$ cat config.mk
export PLATFORM = sky130hd
export DESIGN_NAME = lp_reset_gen
export DESIGN_NICKNAME = d
export VERILOG_FILES = /design/src/rtl/lp_reset_gen.sv
export SDC_FILE = /design/constraint.sdc
export NUM_CORES = 1
export LEC_CHECK = 0
export BUFFER_PORTS_ARGS = -buffer_cell sky130_fd_sc_hd__buf_2
export CAP_MARGIN = 30
export CORE_ASPECT_RATIO = 1.5
export CORE_MARGIN = 2
export CORE_UTILIZATION = 30
export CTS_CLUSTER_SIZE = 30
export DETAILED_ROUTE_END_ITERATION = 10
export PLACE_DENSITY = 0.42
export SETUP_SLACK_MARGIN = 0.2
export SLEW_MARGIN = 10
export SYNTH_ARGS = -nofsm -noshare
export SYNTH_HDL_FRONTEND = slang
export SYNTH_SLANG_ARGS = --single-unit
$ cat constraint.sdc
create_clock -name clk_i -period 2.1 [get_ports clk_i]
set_clock_uncertainty 0.1 [all_clocks]
set_input_delay 0.21 -clock clk_i [delete_from_list [all_inputs] [get_ports clk_i]]
set_output_delay 0.21 -clock clk_i [all_outputs]
set_load 0.005 [all_outputs]
$ cat src/rtl/lp_reset_gen.sv
module lp_reset_gen #(
  parameter int DUAL      = 1,
  parameter int HOLD_MODE = 0,
  parameter int SHORT_DLY = 196608,
  parameter int LONG_DLY  = 327680,
  parameter int PULSE_LEN = 10486
) (
  input  logic clk_i,
  input  logic rst_i,
  input  logic latch_clr_i,
  input  logic dly_sel_i,
  input  logic btn_a_n_i,
  input  logic btn_b_n_i,
  output logic rst_n_o,
  output logic latch_q_o
);

  localparam int MAXC = (SHORT_DLY > LONG_DLY ? SHORT_DLY : LONG_DLY) > PULSE_LEN ?
                        (SHORT_DLY > LONG_DLY ? SHORT_DLY : LONG_DLY) : PULSE_LEN;
  localparam int CW = $clog2(MAXC + 1);
  localparam logic [CW-1:0] SHORT_M1 = CW'(SHORT_DLY - 1);
  localparam logic [CW-1:0] LONG_M1  = CW'(LONG_DLY - 1);
  localparam logic [CW-1:0] PULSE_M1 = CW'(PULSE_LEN - 1);

  typedef enum logic [1:0] {S_IDLE, S_FIRE, S_WAIT} state_t;

  state_t        state;
  logic [CW-1:0] cnt;
  logic          pressed;
  logic          fire_end;
  logic [CW-1:0] dly_lim;

  if (DUAL != 0) begin : g_dual
    assign pressed = !btn_a_n_i && !btn_b_n_i;
  end else begin : g_single
    logic unused_b;
    assign unused_b = btn_b_n_i;
    assign pressed  = !btn_a_n_i;
  end

  assign dly_lim  = dly_sel_i ? LONG_M1 : SHORT_M1;
  assign fire_end = (state == S_FIRE) &&
                    ((HOLD_MODE != 0) ? !pressed : (cnt == PULSE_M1));
  assign rst_n_o  = (state != S_FIRE);

  always_ff @(posedge clk_i) begin
    if (rst_i) begin
      state <= S_IDLE;
      cnt   <= '0;
    end else begin
      unique case (state)
        S_IDLE: begin
          if (!pressed) cnt <= '0;
          else if (cnt == dly_lim) begin
            state <= S_FIRE;
            cnt   <= '0;
          end else cnt <= cnt + 1'b1;
        end
        S_FIRE: begin
          if (fire_end) begin
            cnt   <= '0;
            state <= (pressed && HOLD_MODE == 0) ? S_WAIT : S_IDLE;
          end else if (HOLD_MODE == 0) cnt <= cnt + 1'b1;
        end
        S_WAIT: if (!pressed) state <= S_IDLE;
        default: state <= S_IDLE;
      endcase
    end
  end

  always_ff @(posedge clk_i) begin
    if (rst_i || latch_clr_i) latch_q_o <= 1'b0;
    else if (fire_end)        latch_q_o <= !latch_q_o;
  end

  a_r1_full_delay: assert property (@(posedge clk_i) disable iff (rst_i)
    $fell(rst_n_o) |-> $past(pressed) && ($past(cnt) == $past(dly_lim)));

  a_r8_toggle: assert property (@(posedge clk_i) disable iff (rst_i)
    $rose(rst_n_o) && !$past(latch_clr_i) && !$past(rst_i) |-> latch_q_o != $past(latch_q_o));

  a_r9_clear: assert property (@(posedge clk_i)
    $past(latch_clr_i) |-> !latch_q_o);

  a_r10_reset: assert property (@(posedge clk_i)
    $past(rst_i) |-> rst_n_o && !latch_q_o && cnt == '0);

  if (HOLD_MODE != 0) begin : g_hold_chk
    a_r4_stay: assert property (@(posedge clk_i) disable iff (rst_i)
      !rst_n_o && pressed |=> !rst_n_o);
    a_r4_release: assert property (@(posedge clk_i) disable iff (rst_i)
      !rst_n_o && !pressed |=> rst_n_o);
  end else begin : g_fixed_chk
    a_r3_pulse_len: assert property (@(posedge clk_i) disable iff (rst_i)
      $rose(rst_n_o) && !$past(rst_i) |-> $past(cnt) == PULSE_M1);
    a_r7_no_retrigger: assert property (@(posedge clk_i) disable iff (rst_i)
      state == S_WAIT |=> rst_n_o);
  end

endmodule

==> flow_summary.json, run 1 <==
{
  "crit_path_frequent_cell": "buf_6",
  "root_buffer": "clkbuf_8",
  "grt.busiest_layer": "met2",
  "yosys-top-cells-area": "dfxtp_1 38%, xor2_1 7.6%, nor2_1 6.5%",
  "synth_common_cells": "22 x dfxtp_1, 20 x nor2_1, 11 x nand2_1",
  "clock_sinks": 22,
  "num_antenna_cells": 0,
  "worstPathCellList": "buf_6, nor4bb_2, nand2_1, o31ai_4, buf_6, a31o_4, nor2_1",
  "clk_path_buf_depth": 2,
  "die_area_um2": 4370,
  "max_stage_delay_ns": 0.35,
  "postPlaceCellArea_um2": 1300,
  "rrSetupSlack_ns": 0.22,
  "ys.warnings.count": 0,
  "fin_util_pct": 41.5,
  "grt_pass1_wl_um": 5060,
  "routedWlPerCell_um": 15.5,
  "synth_flop_cell": "dfxtp_1",
  "clk_pin_slew_ns": 0.08,
  "viasPerCell": 5.19,
  "status": "completed",
  "ios": 8,
  "r2r_end": "cnt[12]",
  "initial_core_util_pct": 31.4,
  "cellLeakagePower_nw": 0.501,
  "hold_path_depth": 2,
  "port_buffers": 7,
  "hp-class": "in2reg",
  "grt_util_all_layers_pct": 16.1,
  "grt_use_met2_pct": 29.3,
  "synth.yosys.seq_area_share_pct": 38.1,
  "drc": 0,
  "reg2reg_from": "cnt[18]",
  "tightestPinTransition_ns": 0.415,
  "hold-worst-slack_ns": 0.0649,
  "worstPathRequired_ns": 2.15,
  "dpl.hpwl_um": 2230,
  "worstSetupPathType": "reg2reg",
  "fp-row-count": 27,
  "grt_util_met3_pct": 1.69,
  "clock.fmax_ghz": 0.532,
  "peakVddDrop_v": 0.000241,
  "overflow": 0,
  "ff2ff_path_depth": 7,
  "grt_start_max_net_pins": 12,
  "slew_violations": 0,
  "synthesis.area_um2": 1150,
  "antenna_found_initial": 0,
  "period_share_pct": 89.6,
  "totalWireLength_um": 3110,
  "cts_tree": "done",
  "worstPathMaxFanout": 8,
  "postSynth.asyncResetShare_pct": 0,
  "critPathLaunchType": "register",
  "setup_tns_ns": 0,
  "syn_avg_cell_area_um2": 8.88,
  "cts_htree_levels": 1,
  "layout.nets": 167,
  "drive_above_1_share_pct": 35.0,
  "synth_top_area_share_pct": 38.1,
  "synthMostInstantiatedCell": "dfxtp_1",
  "synth_nets": 138,
  "first_iter_violations": 18,
  "dieHeight_um": 80.0,
  "timing.final.crit_period_ns": 1.88,
  "setup_viol": 0,
  "ys_types": 38,
  "finalPower_mw": 0.706,
  "hold_viol": 0,
  "area_growth_syn_to_layout_pct": 32.2,
  "endpoint_kind": "register",
  "coreArea_um2": 3680,
  "worstHoldStart": "btn_b_n_i",
  "cap_violations": 0,
  "yosys.area.top_type": "dfxtp_1",
  "fillers": 396,
  "gp_congestion": 0.748,
  "holdPathEnd": "state[1]",
  "rsz0062_at_grt": "true",
  "worstPathArrival_ns": 1.93,
  "via_count": 1037,
  "dieWidth_um": 54.7,
  "clock_latency_ns": 0.26,
  "numCtsBuffers": 3,
  "grt_pass1_vias": 1052,
  "slowest_stage": "dfxtp_4",
  "relSlewSlack_pct": 72.2,
  "synth_edf_count": 0,
  "powerDensity_nw_per_um2": 462,
  "final_area_um2": 1530,
  "met1_usage_pct": 18.3,
  "postRouteAntennaNets": 0,
  "synthCells": 130,
  "drtPass1Iterations": 4,
  "ys_seq_elements": 22
}
through the flow:
step	worst slack (ns)	std cells
2_1_floorplan	0.286	130
3_3_place_gp	0.0943	187
3_5_place_dp	0.0790	187
4_1_cts	0.180	196
5_1_grt	0.118	200
6_report	0.219	200
cell usage in the layout (no fill, tap or decap), types with 5 or more instances in the layout:
master / synthesis / routed
nor2_1: 20 / 17
dfxtp_1: 22 / 15
dfxtp_2: 0 / 5
nand2_1: 11 / 11
buf_4: 0 / 16
xnor2_1: 6 / 6
nand3_1: 5 / 5
xor2_1: 10 / 10
nor3_1: 6 / 6
buf_2: 0 / 7
repair_timing:
item / CTS / global route
endpoints found under the hold margin: 1 / 0
cloned: 1 / 0
endpoints found under the setup margin: 16 / 22
pin swaps: 12 / 7
buffers inserted: 4 / 4
hold buffers: 1 / 0
resized for setup: 14 / 13
per-layer routing:
layer	share of wire [%]	wire [um]
met3	2.1	64
met2	58	1790
met4	0.87	27
met5	0	0
met1	39	1220
state kept, by name (all words and copies together) (netlist names):
| signal | count |
|---|---|
| state | 2 |
| latch_q_o | 1 |
| cnt | 19 |
worst max-delay path by stage:
stage / depth (start not counted) / from / slack (ns) / to
2_1_floorplan: 6 / cnt[17] / 0.29 / cnt[12]
3_3_place_gp: 6 / cnt[0] / 0.09 / cnt[16]
3_5_place_dp: 6 / cnt[0] / 0.08 / cnt[16]
4_1_cts: 5 / cnt[17] / 0.18 / cnt[12]
5_1_grt: 6 / cnt[9] / 0.12 / cnt[12]
6_report: 7 / cnt[18] / 0.22 / cnt[12]
layout make-up:
cell class	count	area, um^2	area share (%)
Timing Repair Buffer	26	188	12.3
Tap cell	43	53.8	3.52
Inverter	5	18.8	1.23
Sequential cell	22	454	29.8
Clock buffer	3	41.3	2.70
Multi-Input combinational cell	101	771	50.5
where the power goes:
part / total, mW / leakage, nW / internal, mW / switching [mW]
Combinational: 0.0314 / 0.298 / 0.0141 / 0.0172
Sequential: 0.417 / 0.181 / 0.416 / 0.00138
Clock: 0.257 / 0.0216 / 0.128 / 0.130
Total: 0.706 / 0.501 / 0.558 / 0.148
logic make-up after synthesis:
kind of cell	after synthesis	synth area share [%]
fa+ha+maj	2	2.17
xor+xnor	16	12.1
flops	22	38.1
compound gates	17	13.7
simple gates	65	30.7
buf+inv	8	3.25
worst max-delay path: cells and delay by family (launching register included):
family | cells | cell delay, ns
AO/OA/AOI/OAI | 2 | 0.55
AND/OR/NAND/NOR | 3 | 0.47
flip-flops | 1 | 0.35
buffers and inverters | 2 | 0.29
Note: power is estimated with default switching activity, not from simulation.
==> run 2, diff against run 1 <==
- BUFFER_PORTS_ARGS: -buffer_cell sky130_fd_sc_hd__buf_2 -> not set
- DONT_BUFFER_PORTS: not set -> 1
- PLACE_DENSITY: 0.42 -> 0.41
==> run 2 against run 1 <==
The flow now finishes with violations (hold timing); sequential power hardly changed; design area fell by 5.5%; utilization down 2.3 points; flip-flop and latch count unchanged; worst hold slack lost 0.16 ns; count of clock-buffer cells in the layout increased by 1; cell count fell by 5.5%; setup slack got worse by 0.012 ns; largest power group unchanged.
==> flow_summary.json, run 2 (synthesis gave the netlist of run 1 again) <==
{
  "status": "finished, violations left",
  "failed_checks": "hold timing",
  "max_stage_delay_ns": 0.39,
  "grt_pass1_wl_um": 5050,
  "dp_worst_setup_slack_ns": 0.140,
  "worstHoldStart": "rst_i",
  "dpl.hpwl_um": 2220,
  "clk_pin_slew_ns": 0.08,
  "worstPathMaxFanout": 8,
  "largest_reg_flops": 19,
  "gp_congestion": 0.803,
  "totalWireLength_um": 3020,
  "power.switching_mw": 0.148,
  "ios": 8,
  "worstPathArrival_ns": 1.95,
  "hp-class": "in2reg",
  "antenna_found_initial": 0,
  "via_count": 986,
  "r2r_end": "cnt[18]",
  "worstPathCellList": "or3b_4, a2111oi_4, a21bo_4, a31o_4, nor2_1",
  "cts_htree_levels": 1,
  "top_regs": "cnt: 19 flops, state: 2 flops, latch_q_o: 1 flops",
  "numCtsBuffers": 3,
  "timing.final.crit_period_ns": 1.89,
  "slowest_stage": "or3b_4",
  "first_iter_violations": 23,
  "clk_path_buf_depth": 2,
  "power.internal_mw": 0.593,
  "grt_start_max_net_pins": 13,
  "timing.final.ws_setup_ns": 0.207,
  "rrSetupSlack_ns": 0.21,
  "setup_viol": 0,
  "port_buffers": 0,
  "layout.nets": 155,
  "postPlaceCellArea_um2": 1280,
  "cp.depth": 5,
  "hold_path_depth": 1,
  "root_buffer": "clkbuf_8",
  "grt_pass1_vias": 1047,
  "cellLeakagePower_nw": 0.459,
  "clkPwrFrac_pct": 41.0,
  "area_growth_syn_to_layout_pct": 24.9,
  "endpoint_kind": "register",
  "worstPathRequired_ns": 2.15,
  "slew_violations": 0,
  "path_buf_inv": 0,
  "cap_violations": 0,
  "reg2reg_from": "cnt[17]",
  "clock_sinks": 22,
  "seq_power_share_pct": 56.4,
  "cts_tree": "done",
  "critPathLaunchType": "register",
  "peakVddDrop_v": 0.000315,
  "setup_tns_ns": 0,
  "ff2ff_path_depth": 5,
  "drive_above_1_share_pct": 31.5,
  "cpLargestDelayFamily": "compound AO/OA/AOI/OAI gates",
  "die_area_um2": 4370,
  "hold-worst-slack_ns": -0.0936,
  "powerDensity_nw_per_um2": 513,
  "final_area_um2": 1440,
  "postRouteAntennaNets": 0,
  "clock.fmax_ghz": 0.528,
  "routedWlPerCell_um": 16.0,
  "viasPerCell": 5.22,
  "hold_viol": 6,
  "period_share_pct": 90.2,
  "relSlewSlack_pct": 73.9,
  "fp-row-count": 27,
  "tightestPinTransition_ns": 0.389,
  "fillers": 381,
  "clock_latency_ns": 0.26,
  "top_register": "cnt",
  "holdPathEnd": "cnt[1]",
  "grt_util_all_layers_pct": 16.5,
  "coreArea_um2": 3680,
  "worstSetupPathType": "reg2reg",
  "p_sw_share_pct": 20.0,
  "power_frac_comb_pct": 2.6,
  "mostFrequentLayoutCells": "14 x nor2_1, 14 x buf_4, 13 x dfxtp_1, 11 x nand2_1, 10 x xor2_1",
  "initial_core_util_pct": 31.4,
  "overflow": 0,
  "dieHeight_um": 80.0,
  "drtPass1Iterations": 4,
  "num_antenna_cells": 0,
  "rsz0062_at_grt": "true",
  "drc": 0,
  "dieWidth_um": 54.7
}
[run 2: cell types whose count changed in the layout (fill, tap and decap cells not counted), moves of 2 or more]
cell / delta
buf_6: -2
nor2_2: +3
dfxtp_1: -2
buf_2: -7
nor2_1: -3
dfxtp_2: +3
nor4_2: -2
buf_4: -2
[run 2: timing repair]
| action | CTS | global route |
|---|---|---|
| pin swaps | 4 | 14 |
| endpoints found under the hold margin | 6 | 6 |
| endpoints found under the setup margin | 17 | 19 |
| gates resized for setup | 8 | 18 |
| gates cloned | 1 | 0 |
| buffers inserted | 1 | 1 |
[run 2: final cells by class]
type | count | area [um^2] | share of cell area (%)
multi-input cells | 101 | 756 | 52.4
flip-flops and latches | 22 | 454 | 31.5
repair buffers | 14 | 105 | 7.29
clock buffers | 4 | 55.1 | 3.82
well taps | 43 | 53.8 | 3.73
inverters | 5 | 18.8 | 1.30
[run 2: routing by layer]
| metal | wire length [um] | GRT usage, % |
|---|---|---|
| met1 | 1240 | 18.7 |
| met2 | 1640 | 28.5 |
| met3 | 66 | 2.25 |
| met4 | 81 | 8.00 |
| met5 | 0 | 0 |
[run 2: power by group through the flow]
stage	logic, mW	clock network (mW)	registers (mW)
floorplan	0.0146	0	0.429
global placement	0.0144	0	0.429
global route	0.0216	0.332	0.418
detailed placement	0.0141	0	0.429
CTS	0.0173	0.315	0.419
finish	0.0195	0.303	0.418
[run 2: through the flow]
step	utilization, %	hold WS [ns]	instances	power, mW
2_1_floorplan	-	0.187	130	0.443
3_3_place_gp	34.8	0.185	182	0.443
3_5_place_dp	34.8	0.187	182	0.443
4_1_cts	37.7	-0.102	188	0.751
5_1_grt	39.2	-0.105	189	0.772
6_report	39.2	-0.0936	189	0.741
[run 2: how the worst max path moves through the flow]
stage / start / to / slack (ns)
after floorplan: cnt[17] / cnt[12] / 0.29
after global placement: cnt[0] / cnt[16] / 0.13
after detailed placement: cnt[0] / cnt[9] / 0.14
after CTS: cnt[2] / cnt[1] / 0.20
after global routing: cnt[17] / cnt[18] / 0.14
final: cnt[17] / cnt[18] / 0.21
==> run 3, diff against run 2 <==
- PLACE_DENSITY: 0.41 -> 0.42
==> run 3 against run 2 <==
The run now ends clean; worst hold slack improved by 0.15 ns; first-iteration DRC count increased by 26%; via count increased by 2.4%; combinational power increased by 33%; register-to-register slack got worse by 0.03 ns; critical path type unchanged; critical endpoint is now cnt[4].
==> flow_summary.json, run 3 (synthesis gave the netlist of run 1 again) <==
{
  "clock_sinks": 22,
  "status": "completed",
  "clock.fmax_ghz": 0.521,
  "clk_pin_slew_ns": 0.07,
  "max_stage_delay_ns": 0.39,
  "top_regs": "cnt: 19 flops, state: 2 flops, latch_q_o: 1 flops",
  "relSlewSlack_pct": 70.0,
  "postRouteAntennaNets": 0,
  "root_buffer": "clkbuf_8",
  "first_iter_violations": 29,
  "hold_path_depth": 3,
  "multiInputGateArea_um2": 749,
  "rsz0062_at_grt": "true",
  "dpl.hpwl_um": 2120,
  "worstPathArrival_ns": 1.97,
  "peakVddDrop_v": 0.000297,
  "worstSetupPathType": "reg2reg",
  "largest_reg_flops": 19,
  "powerDensity_nw_per_um2": 475,
  "layout.area.seq_um2": 450,
  "clock_latency_ns": 0.25,
  "initial_core_util_pct": 31.4,
  "area_growth_syn_to_layout_pct": 26.3,
  "final_area_um2": 1460,
  "dieWidth_um": 54.7,
  "antenna_found_initial": 0,
  "worstPathMaxFanout": 8,
  "num_antenna_cells": 0,
  "hp-class": "in2reg",
  "worstPathRequired_ns": 2.15,
  "reg2reg_from": "cnt[17]",
  "dieHeight_um": 80.0,
  "worstPathCellList": "or3b_4, a2111oi_4, a21bo_2, a31o_4, nor2_1",
  "timing.final.ws_setup_ns": 0.180,
  "worstHoldStart": "btn_a_n_i",
  "grt_util_all_layers_pct": 14.8,
  "fillers": 387,
  "slowest_stage": "or3b_4",
  "endpoint_kind": "register",
  "top_register": "cnt",
  "r2r_end": "cnt[4]",
  "drc": 0,
  "cpLargestDelayFamily": "compound AO/OA/AOI/OAI gates",
  "drive_above_1_share_pct": 24.8,
  "layout.nets": 159,
  "cellLeakagePower_nw": 0.464,
  "postPlaceCellArea_um2": 1260,
  "die_area_um2": 4370,
  "cts_htree_levels": 1,
  "tightestPinTransition_ns": 0.447,
  "finalPower_mw": 0.694,
  "grt_pass1_wl_um": 4840,
  "routedWlPerCell_um": 15.5,
  "overflow": 0,
  "port_buffers": 0,
  "hold_viol": 0,
  "ff2ff_path_depth": 5,
  "drtPass1Iterations": 4,
  "mostFrequentLayoutCells": "20 x nor2_1, 18 x dfxtp_1, 14 x buf_4, 10 x nand2_1, 10 x xor2_1",
  "layout_commonest_cell": "nor2_1",
  "totalWireLength_um": 2970,
  "clk_path_buf_depth": 2,
  "coreArea_um2": 3680,
  "cts_tree": "done",
  "grt_start_max_net_pins": 16,
  "viasPerCell": 5.26,
  "rrSetupSlack_ns": 0.18,
  "period_share_pct": 91.4,
  "fp-row-count": 27,
  "holdPathEnd": "state[0]",
  "timing.final.crit_period_ns": 1.92,
  "dp_worst_setup_slack_ns": 0.0917,
  "numCtsBuffers": 3,
  "cap_violations": 0,
  "via_count": 1010,
  "slew_violations": 0,
  "setup_tns_ns": 0,
  "grt_pass1_vias": 1053,
  "gp_congestion": 0.709,
  "critPathLaunchType": "register",
  "ios": 8,
  "setup_viol": 0,
  "path_buf_inv": 0
}
run 3: cell count changes in the layout (fill, tap and decap cells not counted), moves of 4 or more:
cell	delta
dfxtp_2	-6
dlygate4sd3_1	+4
nor2_2	-6
nor2_1	+6
dfxtp_1	+5
run 3: layer usage:
layer	global-route usage (%)	routed length [um]	up-vias	share of wire (%)
li1	-	-	503	-
met1	17.1	1230	483	41
met2	25.6	1610	20	54
met3	2.06	90	4	3.0
met4	6.75	46	0	1.5
met5	0	0	-	0
run 3: timing repair:
| action | CTS | global route |
|---|---|---|
| setup endpoints to repair | 16 | 19 |
| hold buffers | 4 | 0 |
| pin swaps | 1 | 4 |
| setup buffers | 0 | 4 |
| resized for setup | 1 | 16 |
| gates cloned | 0 | 1 |
| endpoints found under the hold margin | 6 | 0 |
run 3: worst max-delay path by stage:
| stage | start | end | slack (ns) | depth (start not counted) |
|---|---|---|---|---|
| 5_1_grt | cnt[3] | cnt[18] | 0.13 | 5 |
| 3_3_place_gp | cnt[14] | cnt[18] | 0.12 | 5 |
| 3_5_place_dp | cnt[0] | cnt[4] | 0.09 | 6 |
| 6_report | cnt[17] | cnt[4] | 0.18 | 5 |
| 4_1_cts | cnt[18] | cnt[18] | 0.17 | 5 |
| 2_1_floorplan | cnt[17] | cnt[12] | 0.29 | 6 |
run 3: through the flow:
stage | instances | hold slack (ns) | util [%]
floorplan | 130 | 0.187 | -
global placement | 180 | 0.185 | 34.4
detailed placement | 180 | 0.187 | 34.4
CTS | 187 | 0.0445 | 36.8
global route | 192 | 0.0684 | 39.6
finish | 192 | 0.0581 | 39.6
run 3: layout make-up:
class	count	area share, %
clock buffers	3	2.83
inverters	5	1.29
multi-input cells	101	51.4
flip-flops and latches	22	30.9
well taps	43	3.69
repair buffers	18	9.95
run 3: worst min-delay path, delay by kind of cell:
kind	cells	cell delay, ns
and+or+nand+nor	2	0.09
AOI/OAI and AO/OA	1	0.06
run 3: report_power, final:
group	total [mW]	internal (mW)	switching (mW)
registers	0.417	0.415	0.00118
clock network	0.251	0.128	0.124
logic	0.0259	0.0130	0.0129
